==> config.mk <==
export PLATFORM = sky130hd
export DESIGN_NAME = keyed_wdt
export DESIGN_NICKNAME = d
export VERILOG_FILES = /design/src/rtl/kwdt_pkg.sv /design/src/rtl/kwdt_regfile.sv /design/src/rtl/kwdt_prescaler.sv /design/src/rtl/kwdt_counter.sv /design/src/rtl/kwdt_warn.sv /design/src/rtl/keyed_wdt.sv
export SDC_FILE = /design/constraint.sdc
export NUM_CORES = 1
export LEC_CHECK = 0
export ABC_AREA = 1
export ABC_CLOCK_PERIOD_IN_PS = 1700
export BUFFER_PORTS_ARGS = -buffer_cell sky130_fd_sc_hd__buf_2
export CAP_MARGIN = 10
export CORE_ASPECT_RATIO = 0.75
export CORE_MARGIN = 2
export CORE_UTILIZATION = 48
export CTS_CLUSTER_DIAMETER = 50
export DETAILED_ROUTE_END_ITERATION = 12
export PLACE_DENSITY_LB_ADDON = 0.2
export SLEW_MARGIN = 25
export SYNTH_ARGS = -nofsm -noshare
export SYNTH_HDL_FRONTEND = slang
export SYNTH_HIERARCHICAL = 1
export SYNTH_SLANG_ARGS = --single-unit
export TNS_END_PERCENT = 20
==> constraint.sdc <==
create_clock -name clk -period 1.7 [get_ports clk]
set_clock_uncertainty 0.15 [all_clocks]
set_input_delay 0.085 -clock clk [delete_from_list [all_inputs] [get_ports clk]]
set_output_delay 0.085 -clock clk [all_outputs]
set_load 0.005 [all_outputs]
==> src/rtl/kwdt_pkg.sv <==
// Shared register addresses, bit positions and key constant for the keyed watchdog.
package kwdt_pkg;
    localparam int DATA_W = 8;
    localparam int ADDR_W = 8;

    localparam logic [ADDR_W-1:0] A_CFG     = 8'h00;
    localparam logic [ADDR_W-1:0] A_PSEL    = 8'h01;
    localparam logic [ADDR_W-1:0] A_CTRL    = 8'h02;
    localparam logic [ADDR_W-1:0] A_PER_HI  = 8'h03;
    localparam logic [ADDR_W-1:0] A_PER_LO  = 8'h04;
    localparam logic [ADDR_W-1:0] A_KEY     = 8'h05;
    localparam logic [ADDR_W-1:0] A_WCTRL   = 8'h06;
    localparam logic [ADDR_W-1:0] A_WREL_HI = 8'h07;
    localparam logic [ADDR_W-1:0] A_WREL_LO = 8'h08;
    localparam logic [ADDR_W-1:0] A_T1GO    = 8'h09;

    localparam logic [DATA_W-1:0] KEY_VALUE = 8'h5C;

    localparam int CFG_TSEL_BIT  = 4;
    localparam int CFG_KEYEN_BIT = 5;
    localparam int CTRL_HALT_BIT = 0;
    localparam int CTRL_STOP_BIT = 4;
    localparam int WCTRL_EN_BIT  = 0;
    localparam int WCTRL_RS_BIT  = 1;
endpackage

==> src/rtl/kwdt_regfile.sv <==
// Register decode and lock for the keyed watchdog.
// Holds the configuration, prescaler select, control, period and warning reload
// registers, plus the timer-1 run flag. It emits one-cycle strobes for arm, key
// write and warning restart. Assumes a single-cycle write strobe synchronous to clk.
module kwdt_regfile
    import kwdt_pkg::*;
#(
    parameter int CNT_W = 2 * DATA_W
) (
    input  logic              clk,
    input  logic              rst_n,
    input  logic              wr_en,
    input  logic [ADDR_W-1:0] wr_addr,
    input  logic [DATA_W-1:0] wr_data,
    output logic              key_en,
    output logic              tick_sel,
    output logic              div_en,
    output logic              stop_ok,
    output logic              halt_req,
    output logic              t1_run,
    output logic              arm,
    output logic [CNT_W-1:0]  arm_value,
    output logic [CNT_W-1:0]  period,
    output logic              key_wr,
    output logic [DATA_W-1:0] key_data,
    output logic              warn_en,
    output logic              warn_restart,
    output logic [CNT_W-1:0]  warn_reload
);
    logic [DATA_W-1:0] cfg_q, psel_q, ctrl_q, per_hi_q, wrel_hi_q, wrel_lo_q;
    logic [CNT_W-1:0]  period_q;
    logic              t1_q, wen_q;
    logic              locked, sel_guarded;

    // Lock is active when the low four configuration bits are all ones.
    assign locked = &cfg_q[3:0];

    // A write to one of the lock-protected registers is only honoured while unlocked.
    assign sel_guarded = wr_en && !locked;

    // Strobes and values consumed by the counter and warning timer in the same edge.
    always_comb begin
        arm          = sel_guarded && (wr_addr == A_PER_LO);
        arm_value    = {per_hi_q, wr_data};
        key_wr       = wr_en && (wr_addr == A_KEY);
        key_data     = wr_data;
        warn_restart = wr_en && (wr_addr == A_WCTRL)
                       && wr_data[WCTRL_RS_BIT] && wr_data[WCTRL_EN_BIT];
    end

    // Register writes, with the lock applied to the watchdog-owned registers.
    always_ff @(posedge clk) begin
        if (!rst_n) begin
            cfg_q     <= '0;
            psel_q    <= '0;
            ctrl_q    <= '0;
            per_hi_q  <= '0;
            period_q  <= '0;
            t1_q      <= 1'b0;
            wen_q     <= 1'b0;
            wrel_hi_q <= '0;
            wrel_lo_q <= '0;
        end else if (wr_en) begin
            unique case (wr_addr)
                A_CFG:     cfg_q <= wr_data;
                A_PSEL:    if (!locked) psel_q <= wr_data;
                A_CTRL:    if (!locked) ctrl_q <= wr_data;
                A_PER_HI:  if (!locked) per_hi_q <= wr_data;
                A_PER_LO:  if (!locked) period_q <= {per_hi_q, wr_data};
                A_T1GO:    if (!locked) t1_q <= 1'b1;
                A_WCTRL:   wen_q <= wr_data[WCTRL_EN_BIT];
                A_WREL_HI: wrel_hi_q <= wr_data;
                A_WREL_LO: wrel_lo_q <= wr_data;
                default:   ;
            endcase
        end
    end

    // Field extraction for the downstream blocks.
    always_comb begin
        key_en      = cfg_q[CFG_KEYEN_BIT];
        tick_sel    = cfg_q[CFG_TSEL_BIT];
        div_en      = psel_q[0];
        stop_ok     = ctrl_q[CTRL_STOP_BIT];
        halt_req    = ctrl_q[CTRL_HALT_BIT];
        t1_run      = t1_q;
        period      = period_q;
        warn_en     = wen_q;
        warn_reload = {wrel_hi_q, wrel_lo_q};
    end

    AST_LOCK_HOLDS_PERIOD: assert property (@(posedge clk) disable iff (!rst_n)
        locked |=> $stable(period_q)) else $error("period changed under lock");
    AST_LOCK_HOLDS_CTRL: assert property (@(posedge clk) disable iff (!rst_n)
        locked |=> ($stable(ctrl_q) && $stable(psel_q))) else $error("ctrl/psel changed under lock");
endmodule

==> src/rtl/kwdt_prescaler.sv <==
// Reference-pulse prescaler.
// Produces a registered divided tick (one every DIV pulses when div_en is set,
// otherwise one per pulse) and a registered copy of the raw pulse, so both tick
// sources have the same latency. Assumes ref_pulse is a one-cycle strobe.
module kwdt_prescaler #(
    parameter int DIV = 32
) (
    input  logic clk,
    input  logic rst_n,
    input  logic ref_pulse,
    input  logic div_en,
    output logic pre_tick,
    output logic raw_tick
);
    localparam int PW = (DIV > 1) ? $clog2(DIV) : 1;
    localparam logic [PW-1:0] LAST = PW'(DIV - 1);

    logic [PW-1:0] pcnt_q;

    // Divide counter; cleared and bypassed while division is off.
    always_ff @(posedge clk) begin
        if (!rst_n) begin
            pcnt_q   <= '0;
            pre_tick <= 1'b0;
            raw_tick <= 1'b0;
        end else begin
            raw_tick <= ref_pulse;
            pre_tick <= 1'b0;
            if (!div_en) begin
                pcnt_q   <= '0;
                pre_tick <= ref_pulse;
            end else if (ref_pulse) begin
                if (pcnt_q == LAST) begin
                    pcnt_q   <= '0;
                    pre_tick <= 1'b1;
                end else begin
                    pcnt_q <= pcnt_q + 1'b1;
                end
            end
        end
    end

    AST_PRE_FROM_REF: assert property (@(posedge clk) disable iff (!rst_n)
        pre_tick |-> raw_tick) else $error("prescaled tick without reference pulse");
endmodule

==> src/rtl/kwdt_counter.sv <==
// Watchdog down-counter with key reload.
// Loads on arm, reloads on a matching key while running, and decrements on
// each gated tick. At expiry it emits a one-cycle request and stops.
// Assumes arm and key strobes are never high together (distinct addresses).
module kwdt_counter
    import kwdt_pkg::*;
#(
    parameter int CNT_W = 2 * DATA_W
) (
    input  logic              clk,
    input  logic              rst_n,
    input  logic              tick,
    input  logic              t1_run,
    input  logic              stop_ok,
    input  logic              halt_req,
    input  logic              key_en,
    input  logic              arm,
    input  logic [CNT_W-1:0]  arm_value,
    input  logic [CNT_W-1:0]  period,
    input  logic              key_wr,
    input  logic [DATA_W-1:0] key_data,
    output logic              rst_req
);
    logic [CNT_W-1:0] cnt_q;
    logic             run_q;
    logic             key_ok, step;

    // A key only counts when matching is enabled, the value is right and we run.
    assign key_ok = key_wr && key_en && (key_data == KEY_VALUE) && run_q;
    // Count only with timer 1 started and no effective halt.
    assign step   = tick && run_q && t1_run && !(stop_ok && halt_req);

    // Arm, key reload, decrement and expiry.
    always_ff @(posedge clk) begin
        if (!rst_n) begin
            cnt_q   <= '0;
            run_q   <= 1'b0;
            rst_req <= 1'b0;
        end else begin
            rst_req <= 1'b0;
            if (arm) begin
                cnt_q <= arm_value;
                run_q <= 1'b1;
            end else if (key_ok) begin
                cnt_q <= period;
            end else if (step) begin
                if (cnt_q <= CNT_W'(1)) begin
                    cnt_q   <= '0;
                    run_q   <= 1'b0;
                    rst_req <= 1'b1;
                end else begin
                    cnt_q <= cnt_q - 1'b1;
                end
            end
        end
    end

    AST_RST_ONE_CYCLE: assert property (@(posedge clk) disable iff (!rst_n)
        rst_req |=> !rst_req) else $error("reset request wider than one cycle");
    AST_RST_STOPS: assert property (@(posedge clk) disable iff (!rst_n)
        rst_req |-> !run_q) else $error("counter still running after expiry");
    AST_RST_NEEDS_T1: assert property (@(posedge clk) disable iff (!rst_n)
        rst_req |-> $past(t1_run)) else $error("expiry without timer 1");
    AST_KEY_RELOAD: assert property (@(posedge clk) disable iff (!rst_n)
        key_ok |=> (cnt_q == $past(period))) else $error("key did not reload");
    AST_HALT_FREEZE: assert property (@(posedge clk) disable iff (!rst_n)
        (stop_ok && halt_req && !arm && !key_ok) |=> $stable(cnt_q)) else $error("count moved while halted");
endmodule

==> src/rtl/kwdt_warn.sv <==
// Early-warning interval timer.
// Counts prescaled ticks from its reload value and pulses irq for one cycle
// each time the interval elapses, then reloads. A restart strobe reloads it.
module kwdt_warn #(
    parameter int CNT_W = 16
) (
    input  logic             clk,
    input  logic             rst_n,
    input  logic             tick,
    input  logic             enable,
    input  logic             restart,
    input  logic [CNT_W-1:0] reload,
    output logic             irq
);
    logic [CNT_W-1:0] wcnt_q;

    // Restart, decrement and auto-reload with interrupt pulse.
    always_ff @(posedge clk) begin
        if (!rst_n) begin
            wcnt_q <= '0;
            irq    <= 1'b0;
        end else begin
            irq <= 1'b0;
            if (restart) begin
                wcnt_q <= reload;
            end else if (enable && tick) begin
                if (wcnt_q <= CNT_W'(1)) begin
                    wcnt_q <= reload;
                    irq    <= 1'b1;
                end else begin
                    wcnt_q <= wcnt_q - 1'b1;
                end
            end
        end
    end

    AST_IRQ_NEEDS_TICK: assert property (@(posedge clk) disable iff (!rst_n)
        irq |-> $past(tick && enable)) else $error("warning without enabled tick");
    AST_IRQ_RELOADS: assert property (@(posedge clk) disable iff (!rst_n)
        irq |-> (wcnt_q == $past(reload))) else $error("warning timer did not reload");
endmodule

==> src/rtl/keyed_wdt.sv <==
// Keyed watchdog timer top.
// Connects the register file, prescaler, watchdog counter and warning timer.
// Assumes ref_pulse is a one-cycle strobe synchronous to clk.
module keyed_wdt
    import kwdt_pkg::*;
#(
    parameter int REF_DIV = 32
) (
    input  logic              clk,
    input  logic              rst_n,
    input  logic              ref_pulse,
    input  logic              wr_en,
    input  logic [ADDR_W-1:0] wr_addr,
    input  logic [DATA_W-1:0] wr_data,
    output logic              wdt_rst_req,
    output logic              warn_irq
);
    localparam int CNT_W = 2 * DATA_W;

    logic             key_en, tick_sel, div_en, stop_ok, halt_req, t1_run;
    logic             arm, key_wr, warn_en, warn_restart;
    logic [CNT_W-1:0] arm_value, period, warn_reload;
    logic [DATA_W-1:0] key_data;
    logic             pre_tick, raw_tick, wd_tick;

    kwdt_regfile #(.CNT_W(CNT_W)) u_regs (
        .clk(clk), .rst_n(rst_n), .wr_en(wr_en), .wr_addr(wr_addr), .wr_data(wr_data),
        .key_en(key_en), .tick_sel(tick_sel), .div_en(div_en), .stop_ok(stop_ok),
        .halt_req(halt_req), .t1_run(t1_run), .arm(arm), .arm_value(arm_value),
        .period(period), .key_wr(key_wr), .key_data(key_data), .warn_en(warn_en),
        .warn_restart(warn_restart), .warn_reload(warn_reload)
    );

    kwdt_prescaler #(.DIV(REF_DIV)) u_pre (
        .clk(clk), .rst_n(rst_n), .ref_pulse(ref_pulse), .div_en(div_en),
        .pre_tick(pre_tick), .raw_tick(raw_tick)
    );

    // Watchdog tick source chosen by the configuration register.
    assign wd_tick = tick_sel ? pre_tick : raw_tick;

    kwdt_counter #(.CNT_W(CNT_W)) u_cnt (
        .clk(clk), .rst_n(rst_n), .tick(wd_tick), .t1_run(t1_run), .stop_ok(stop_ok),
        .halt_req(halt_req), .key_en(key_en), .arm(arm), .arm_value(arm_value),
        .period(period), .key_wr(key_wr), .key_data(key_data), .rst_req(wdt_rst_req)
    );

    kwdt_warn #(.CNT_W(CNT_W)) u_warn (
        .clk(clk), .rst_n(rst_n), .tick(pre_tick), .enable(warn_en),
        .restart(warn_restart), .reload(warn_reload), .irq(warn_irq)
    );
endmodule

==> results.json <==
{
  "status": "finished, violations left",
  "grt_pass1_wl_mm": 22.8,
  "drive_above_1_share_pct": 24.6,
  "rrSetupSlack_ns": -0.02,
  "start_util_pct": 49.8,
  "cts_inserted_buffers": 9,
  "critical_path.startpoint_type": "input pin",
  "muxShareOfSynthArea_pct": 0,
  "cp_top_family": "buffers and inverters",
  "gp_congestion": 0.882,
  "ys_types": 38,
  "internal_power_w": 0.00362,
  "synth_xor_area_share_pct": 2.55,
  "drt_iter0_drc": 503,
  "vias": 5454,
  "die-area_um2": 12300,
  "leakage_nw": 2.97,
  "min_period_over_period_pct": 102,
  "final-setup-viol-count": 8,
  "synth_top_family_by_area": "simple AND/OR/NAND/NOR gates",
  "synthesis.area_um2": 5490,
  "clk_path_buf_depth": 2,
  "area_growth_pct": 22.3,
  "wl_per_cell_um": 14.4,
  "drt_wl_total_mm": 14.7,
  "die_h_um": 96.6,
  "clock_latency_ns": 0.34,
  "syn-num-nets": 847,
  "worstSetupStartpoint": "wr_data[6]",
  "drv_slew": 0,
  "synth_top_area_share_pct": 33.9,
  "hold_viol": 0,
  "met1_length_mm": 7.02,
  "worstPathMaxFanout": 7,
  "tightest_slew_ns": 0.715,
  "grtUsageTotal_pct": 22.6,
  "die_x_um": 127,
  "hp-class": "input pin to register",
  "num_rows": 33,
  "synthAdderAreaFrac_pct": 1.37,
  "antenna_found_initial": 0,
  "synthFlopType": "dfxtp_1",
  "cpPeakStageDelay_ns": 0.54,
  "cts.sinks": 93,
  "synth_top_area_cell": "dfxtp_1",
  "seq_power_share_pct": 46.4,
  "fin_area_um2": 6710,
  "crit_chain": "dlygate4sd3_1, buf_2, nand2_1, nor2_2, nand4_4, buf_4, nand2_8, nor2_1, o21bai_1, a21oi_1",
  "ys_seq_area_share_pct": 33.9,
  "swShare_pct": 23.2,
  "synth_compound_area_share_pct": 15.2,
  "grt_max_degree": 52,
  "synth.avg_cell_area_um2": 6.68,
  "placed_area_um2": 5880,
  "core_um2": 11000,
  "endpoint_kind": "register",
  "layout_commonest_cell": "nand2_1",
  "path_buf_inv": 3,
  "yosys_warnings": 6,
  "drc": 0,
  "r2r-start": "u_regs/cfg_q[0]$_SDFFE_PN0P_",
  "yosys-top-cells-area": "dfxtp_1, nand2_1, nor2_1",
  "fmaxAchievable_ghz": 0.579,
  "viasPerCell": 5.35,
  "ant_nets": 0,
  "relSlewSlack_pct": 52.3,
  "power_per_cell_area_nw_per_um2": 703,
  "rsz0062_at_grt": "yes",
  "met2_length_mm": 6.44,
  "io_buffers": 21,
  "hold_start": "wr_data[4]",
  "crit_arrival_ns": 1.81,
  "synth_edf_count": 0,
  "root_buffer": "clkbuf_16",
  "setup_tns_ns": -0.0736,
  "diodes": 0,
  "pin_count": 22,
  "dp_hpwl_mm": 9.66,
  "final_nets": 900,
  "layout_common_cells": "nand2_1, nor2_1, dfxtp_1",
  "synthArstFlopShare_pct": 0,
  "grt_pass1_vias": 4686,
  "drt_first_pass_iters": 5,
  "cpMaxStageDelayCell": "dlygate4sd3_1",
  "p_clk_share_pct": 46.5,
  "wl_met3_mm": 1.02,
  "period_minus_slack_ns": 1.73,
  "syn_inst": 821,
  "whs_ns": 0.00876,
  "cp.required_ns": 1.78,
  "violations": "negative setup slack",
  "ys_ff_latch": 93,
  "clk_pin_slew_worst_paths_ns": 0.07,
  "p_sw_w": 0.00109,
  "synth-simple-area-share_pct": 35.0,
  "setup_slack_ns": -0.0262,
  "vdd_ir_drop_max_mv": 0.474,
  "share_comb_of_total_power_pct": 7.1,
  "worstSetupPathType": "input pin to register",
  "highest_layer": "met4",
  "maxCapViolCount": 0,
  "cts_tree": "done",
  "gr-total-overflow": 0,
  "n_fill_cell": 955,
  "htree_levels": 3
}
[final cells by class]
cell class                 count  area [um2]  share of cell area [%]
sequential                    93        1880                    28.0
timing repair buffer          89         743                    11.1
inverter                      82         319                    4.75
clock inverter                 6        86.3                    1.29
multi-input combinational    599        3270                    48.8
clock buffer                  10         239                    3.56
tap                          140         175                    2.61
[metal layers]
metal,vias up,global-route usage (%)
li1,2731,-
met1,2520,33.5
met2,183,33.9
met3,20,4.26
met4,0,5.58
met5,-,0
[metrics by stage]
stage               utilization (%)  cells  setup WS, ns  power [W]
global placement               53.3    980        -0.278    0.00253
finish                         60.9   1019       -0.0262    0.00472
detailed placement             53.3    980        -0.296    0.00254
global route                   60.9   1019        -0.100    0.00489
CTS                            57.1   1002       -0.0268    0.00473
floorplan                         -    821       -0.0437    0.00244
[final timing paths]
kind | to | cells past startpoint
setup / recovery | u_cnt/cnt_q[10]$_SDFFE_PN0P_ | 10
hold / removal | u_cnt/cnt_q[4]$_SDFFE_PN0P_ | 4
hold reg to reg | u_regs/t1_run$_SDFFE_PN0P_ | 2
setup reg to reg | u_cnt/cnt_q[4]$_SDFFE_PN0P_ | 8
[power groups by stage]
stage	sequential (W)	clock, W	combinational, W
2_1_floorplan	0.00224	0	0.000208
3_5_place_dp	0.00224	0	0.000298
6_report	0.00219	0.00220	0.000335
5_1_grt	0.00219	0.00233	0.000367
3_3_place_gp	0.00224	0	0.000294
4_1_cts	0.00219	0.00223	0.000315
[state kept, by name, summed over array words and instances, names as in the netlist, 2 cells and up]
| name | count |
|---|---|
| u_regs/per_hi_q | 8 |
| u_cnt/cnt_q | 16 |
| u_regs/wrel_hi_q | 8 |
| u_regs/ctrl_q | 2 |
| u_pre/pcnt_q | 5 |
| u_regs/cfg_q | 6 |
| u_regs/period | 16 |
| u_warn/wcnt_q | 16 |
| u_regs/wrel_lo_q | 8 |
[kinds of logic (layout without fill, tap and decap cells)]
logic type,count (synthesis),after routing
buffers and inverters,134,187
and+or+nand+nor,414,419
DFF,93,93
AOI/OAI and AO/OA,158,158
adders and majority gates,6,6
xor gates and xnor gates,16,16
[worst min-delay path: stages]
cell     delay (ns)
buf_2          0.10
or2_2          0.11
o21ai_1        0.05
a21oi_1        0.12
[cell usage after synthesis, drive strengths merged (2+ instances only)]
library cell	instances
nand2	171
nor3	4
ha	6
clkbuf	11
nor4	3
inv	82
xor2	7
o21ai	62
nand3b	2
a21oi	84
dfxtp	93
or2	10
o21bai	9
buf	41
nor2	141
xnor2	9
nand3	75
nand4	5
[repair_timing]
action,4_1_cts,5_1_grt
pin swaps,2,32
endpoints found under the setup margin,57,59
resized for setup,9,80
hold endpoints to repair,16,0
setup buffers,0,11
gates cloned,1,6
hold buffers,5,0
Note: power is estimated with default switching activity, not from simulation.
